`config.mk`:
```
export PLATFORM = sky130hd
export DESIGN_NAME = smon_ctrl
export DESIGN_NICKNAME = d
export VERILOG_FILES = /design/src/rtl/smon_pkg.sv /design/src/rtl/smon_sched.sv /design/src/rtl/smon_level.sv /design/src/rtl/smon_capture.sv /design/src/rtl/smon_ctrl.sv
export SDC_FILE = /design/constraint.sdc
export NUM_CORES = 1
export LEC_CHECK = 0
export ABC_AREA = 1
export CAP_MARGIN = 10
export CORE_MARGIN = 4
export CORE_UTILIZATION = 48
export DETAILED_ROUTE_END_ITERATION = 8
export GPL_TIMING_DRIVEN = 0
export HOLD_SLACK_MARGIN = 0.1
export PLACE_DENSITY_LB_ADDON = 0.2
export SYNTH_ARGS = -nofsm -noshare
export SYNTH_HDL_FRONTEND = slang
export SYNTH_SLANG_ARGS = --single-unit
```
`constraint.sdc`:
```
create_clock -name clk -period 1.65 [get_ports clk]
set_input_delay 0.33 -clock clk [delete_from_list [all_inputs] [get_ports clk]]
set_output_delay 0.33 -clock clk [all_outputs]
set_load 0.05 [all_outputs]
```
`src/rtl/smon_pkg.sv`:
```
package smon_pkg;
  localparam int MODE_W = 3;
  typedef logic [MODE_W-1:0] smode_t;

  localparam smode_t MODE_OFF      = 3'd0;
  localparam smode_t MODE_CONT     = 3'd1;
  localparam int     MODE_PER_BASE = 2;   // codes 2,3,4 are the periodic schedules
  localparam int     NUM_PER       = 3;

  localparam int STAT_W    = 8;
  localparam int ST_WAKE   = 2;
  localparam int ST_RCAUSE = 4;
  localparam int ST_DET    = 5;
  localparam int ST_OUT    = 6;

  // sticky flag slots inside the capture stage
  localparam int FL_DET    = 0;
  localparam int FL_RCAUSE = 1;
  localparam int FL_WAKE   = 2;
  localparam int NUM_FL    = 3;
endpackage

```
`src/rtl/smon_sched.sv`:
```
module smon_sched
  import smon_pkg::*;
#(
  parameter int PER_S = 32,
  parameter int PER_M = 256,
  parameter int PER_L = 2048
) (
  input  logic   clk,
  input  logic   rst_n,
  input  smode_t samp_mode,
  output logic   cmp_en,
  output logic   sample_hold
);
  localparam int PMAX  = (PER_S > PER_M) ? ((PER_S > PER_L) ? PER_S : PER_L)
                                         : ((PER_M > PER_L) ? PER_M : PER_L);
  localparam int CNT_W = $clog2(PMAX);
  localparam int PERS [NUM_PER] = '{PER_S, PER_M, PER_L};

  smode_t             mode_q;
  logic [CNT_W-1:0]   cnt;
  logic [NUM_PER-1:0] sel;
  logic [NUM_PER-1:0] term;
  logic               periodic;
  logic               at_end;
  logic               cont;

  generate
    for (genvar i = 0; i < NUM_PER; i++) begin : g_per
      assign sel[i]  = (mode_q == MODE_W'(MODE_PER_BASE + i));
      assign term[i] = (cnt == CNT_W'(PERS[i] - 1));
    end
  endgenerate

  assign periodic    = |sel;
  assign at_end      = |(sel & term);
  assign cont        = (mode_q == MODE_CONT);
  assign cmp_en      = cont | at_end;
  assign sample_hold = at_end;

  always_ff @(posedge clk) begin
    if (!rst_n) begin
      mode_q <= MODE_OFF;
      cnt    <= '0;
    end else begin
      mode_q <= samp_mode;
      if (samp_mode != mode_q)  cnt <= '0;
      else if (at_end)          cnt <= '0;
      else if (periodic)        cnt <= cnt + 1'b1;
      else                      cnt <= '0;
    end
  end
endmodule

```
`src/rtl/smon_level.sv`:
```
module smon_level #(
  parameter int TH_W = 4
) (
  input  logic            clk,
  input  logic            rst_n,
  input  logic            hold,
  input  logic [TH_W-1:0] thresh_code,
  output logic [TH_W-1:0] cmp_level
);
  always_ff @(posedge clk) begin
    if (!rst_n)     cmp_level <= '0;
    else if (!hold) cmp_level <= thresh_code;
  end
endmodule

```
`src/rtl/smon_capture.sv`:
```
module smon_capture
  import smon_pkg::*;
(
  input  logic              clk,
  input  logic              rst_n,
  input  logic              cmp_en,
  input  logic              cmp_below,
  input  logic              status_rd,
  input  logic              irq_en,
  input  logic              rst_en,
  input  logic              wake_en,
  output logic              out_q,
  output logic [NUM_FL-1:0] flags,
  output logic              irq,
  output logic              reset_req,
  output logic              wake_req
);
  logic              en_d;
  logic              hit;
  logic [NUM_FL-1:0] arm;

  assign hit = en_d & cmp_below;
  assign arm[FL_DET]    = 1'b1;
  assign arm[FL_RCAUSE] = rst_en;
  assign arm[FL_WAKE]   = wake_en;

  always_ff @(posedge clk) begin
    if (!rst_n) begin
      en_d      <= 1'b0;
      out_q     <= 1'b0;
      reset_req <= 1'b0;
      wake_req  <= 1'b0;
    end else begin
      en_d      <= cmp_en;
      if (en_d) out_q <= cmp_below;
      reset_req <= hit & rst_en;
      wake_req  <= hit & wake_en;
    end
  end

  generate
    for (genvar f = 0; f < NUM_FL; f++) begin : g_flag
      always_ff @(posedge clk) begin
        if (!rst_n)                flags[f] <= 1'b0;
        else if (hit && arm[f])    flags[f] <= 1'b1;
        else if (status_rd)        flags[f] <= 1'b0;
      end
    end
  endgenerate

  assign irq = flags[FL_DET] & irq_en;
endmodule

```
`src/rtl/smon_ctrl.sv`:
```
module smon_ctrl
  import smon_pkg::*;
#(
  parameter int TH_W  = 4,
  parameter int PER_S = 32,
  parameter int PER_M = 256,
  parameter int PER_L = 2048
) (
  input  logic              clk,
  input  logic              rst_n,
  input  logic [TH_W-1:0]   thresh_code,
  input  logic [MODE_W-1:0] samp_mode,
  input  logic              irq_en,
  input  logic              rst_en,
  input  logic              wake_en,
  input  logic              status_rd,
  input  logic              cmp_below,
  output logic              cmp_en,
  output logic [TH_W-1:0]   cmp_level,
  output logic [STAT_W-1:0] status,
  output logic              irq,
  output logic              reset_req,
  output logic              wake_req
);
  logic              hold;
  logic              out_q;
  logic [NUM_FL-1:0] flags;

  smon_sched #(.PER_S(PER_S), .PER_M(PER_M), .PER_L(PER_L)) u_sched (
    .clk(clk), .rst_n(rst_n), .samp_mode(samp_mode),
    .cmp_en(cmp_en), .sample_hold(hold)
  );

  smon_level #(.TH_W(TH_W)) u_level (
    .clk(clk), .rst_n(rst_n), .hold(hold),
    .thresh_code(thresh_code), .cmp_level(cmp_level)
  );

  smon_capture u_cap (
    .clk(clk), .rst_n(rst_n), .cmp_en(cmp_en), .cmp_below(cmp_below),
    .status_rd(status_rd), .irq_en(irq_en), .rst_en(rst_en), .wake_en(wake_en),
    .out_q(out_q), .flags(flags), .irq(irq),
    .reset_req(reset_req), .wake_req(wake_req)
  );

  always_comb begin
    status            = '0;
    status[ST_WAKE]   = flags[FL_WAKE];
    status[ST_RCAUSE] = flags[FL_RCAUSE];
    status[ST_DET]    = flags[FL_DET];
    status[ST_OUT]    = out_q;
  end
endmodule

```
==> impl_metrics.csv, run 1 <==
group,metric,value,unit
route,detail_route.first_pass.iterations,4,
finish,layout_common_cells,"nor2_1 (35), nand2_1 (22), inv_1 (22)",
route,drc_errors,0,
sta,clock_skew,2.80,ps
cts,path_clk_slew,130,ps
sta,fin_setup_tns,-171,ps
worst_setup_path,r2r-end,"u_sched.cnt[9]",
logic_synthesis,ys_types,28,
floorplanning,rows,18,
finish,final_core_util,68.0,%
sta,setup_violations,1,
global_route,grt_max_degree,15,
logic_synthesis,syn_avg_cell_area,7.36,µm²
outcome,status,"finished, violations left",
finish,n_fill_cell,217,
place,gp_congestion,0.894,
global_route,antenna_found_initial,0,
route,wl,2420,µm
floorplanning,dieHeight,58.6,µm
logic_synthesis,syn_inst,167,
sta,finalCritPeriodShare,110,%
sta,hold_violations,0,
worst_setup_path,critPathLaunchType,"register",
worst_setup_path,reg2reg_slack,260,ps
place,hpwl,1850,µm
sta,fin_crit,1820,ps
cts,root_buffer,"clkbuf_4",
worst_setup_path,reg2reg_from,"u_sched.cnt[0]",
floorplanning,core,2450,µm²
route,postRouteAntennaNets,0,
floorplanning,die_area,3430,µm²
outcome,violations,"setup timing",
finish,multi_input_area,637,µm²
place,dp_slack,-758,ps
global_route,grt_pass1_wl,4370,µm
min_path,hp-class,"register to register",
sta,setup_ws,-171,ps
logic_synthesis,synth_seq_cells,25,
flow_run,max_cap_violations,0,
worst_setup_path,reg2reg_depth,8,
finish,drive_gt1_share,25.1,%
cts,clkSinkCount,25,
pwr,finalPower,1.05,mW
route,avgViaCountPerCell,4.57,
sta,rsz0062_at_grt,"yes",
finish,num_antenna_cells,0,
worst_setup_path,cp-startpoint,"u_sched.cnt[1]",
cts,hold_buffers,0,
sta,slew_violations,0,
pwr,p_per_area,631,nW/µm²
finish,final_common_cell,"nor2_1",
cts,clockBufferDepth,2,
worst_setup_path,cp_max_fo,3,
logic_synthesis,yosysSeqAreaShare,40.7,%
finish,layout.nets,223,
route,vias,1082,
sta,hold_ws,468,ps
route,first_iter_violations,37,
floorplanning,die_w,58.6,µm
worst_setup_path,cp.required,1320,ps
worst_setup_path,crit_path_end_kind,"output port",
finish,area_growth,35.9,%
cts,h-tree-depth,1,
logic_synthesis,syn_area,1230,µm²
global_route,grt_use_total,16.4,%
finish,seqCellArea,513,µm²
logic_synthesis,yosys_warnings,0,
pwr,peakVddDrop,0.559,mV
global_route,globalRouteOverflowTotal,0,
floorplanning,io_pins,30,
pwr,cellLeakagePower,0.758,nW
cts,cts_buffers,3,
sta,max_freq,549,MHz
global_route,grt_pass1_vias,1073,
worst_setup_path,crit_end,"cmp_en",
cts,cts_tree,"yes",
cts,clock_latency,320,ps
place,io_buffers,25,
floorplanning,initial_core_util,50.1,%
route,post_drt_wl_per_cell,10.2,µm
worst_setup_path,worst-setup-path-type,"register to output port",
worst_setup_path,worstPathArrival,1490,ps
cell families after synthesis:
group | Yosys count | synth area share [%]
simple gates | 87 | 33.7
flops | 25 | 40.7
fa+ha+maj | 1 | 1.02
compound gates | 10 | 5.50
xor+xnor | 9 | 6.42
buf+inv | 34 | 12.3
other cells | 1 | 0.305
critical path, cell delays in order, from the launching register on:
cell and delay [ps]:
dfxtp_2 370, ha_4 160, nand3_4 80, inv_2 60
nand2_2 60, nor2_4 120, a21oi_4 50, o21ai_2 80
buf_6 180
power by group:
part	internal [mW]	switching [mW]
combinational	0.0686	0.0918
sequential	0.615	0.00739
clock	0.0909	0.181
registers in the layout (all words and copies together), names as in the netlist:
register,cells
u_cap.wake_req,1
u_sched.mode_q,3
u_cap.flags,3
u_cap.reset_req,1
u_sched.cnt,11
u_cap.out_q,1
u_cap.en_d,1
u_level.cmp_level,4
metrics by stage:
| step | std cells | cell area [µm²] |
|---|---|---|
| 2_1_floorplan | 170 | 1240 |
| 3_3_place_gp | 225 | 1530 |
| 3_5_place_dp | 225 | 1530 |
| 4_1_cts | 231 | 1590 |
| 5_1_grt | 237 | 1670 |
| 6_report | 237 | 1670 |
metal layers:
metal | up-vias | track usage (%) | wire (µm)
met1 | 468 | 17.5 | 1040
li1 | 584 | - | -
met5 | - | 0 | 0
met4 | 0 | 10.4 | 62
met3 | 7 | 3.73 | 138
met2 | 23 | 29.0 | 1180
synthesized netlist by cell type (all sizes together):
| library cell | number | area [µm²] |
|---|---|---|
| nor2 | 38 | 143 |
| nand2 | 29 | 129 |
| inv | 27 | 101 |
| dfxtp | 25 | 500 |
| nand3 | 11 | 72.6 |
| buf | 7 | 50.0 |
| xor2 | 5 | 43.8 |
| nand3b | 4 | 30.0 |
| o21ai | 4 | 20.0 |
| xnor2 | 4 | 35.0 |
| a21oi | 2 | 21.3 |
| nand4 | 2 | 12.5 |
| nor3 | 2 | 21.3 |
| o22ai | 2 | 12.5 |
| a31oi | 1 | 6.26 |
| conb | 1 | 3.75 |
| ha | 1 | 12.5 |
| o31ai | 1 | 7.51 |
| or2 | 1 | 6.26 |
how the worst min path moves through the flow:
stage	start	to	slack, ps	cells after the start
3_3_place_gp	u_sched.cnt[0]	u_sched.cnt[0]	430	1
3_5_place_dp	u_cap.en_d	u_cap.out_q	440	1
2_1_floorplan	u_sched.cnt[0]	u_sched.cnt[0]	420	1
6_report	u_cap.en_d	u_cap.out_q	470	1
5_1_grt	u_cap.en_d	u_cap.out_q	490	1
4_1_cts	u_cap.en_d	u_cap.out_q	460	1
layout make-up:
type | instances | area share [%]
Multi-Input combinational cell | 111 | 38.1
Clock inverter | 1 | 0.300
Sequential cell | 25 | 30.7
Inverter | 27 | 6.07
Clock buffer | 3 | 1.35
Tap cell | 30 | 2.25
Buffer | 7 | 3.15
Timing Repair Buffer | 33 | 18.1
timing repair:
action	in CTS	in global routing
gates resized for setup	30	15
endpoints found under the setup margin	12	2
buffers inserted	2	6
gates cloned	0	0
pin swaps	2	4
hold endpoints to repair	0	0
Power figures use the tool's default switching activity.
==> run 2: changes to the inputs <==
--- a/config.mk
+++ b/config.mk
@@ -16,3 +16,4 @@
 export SYNTH_ARGS = -nofsm -noshare
 export SYNTH_HDL_FRONTEND = slang
 export SYNTH_SLANG_ARGS = --single-unit
+export TNS_END_PERCENT = 100
==> results of run 2 <==
Final layout, timing and power as in run 1 (identical DEF).
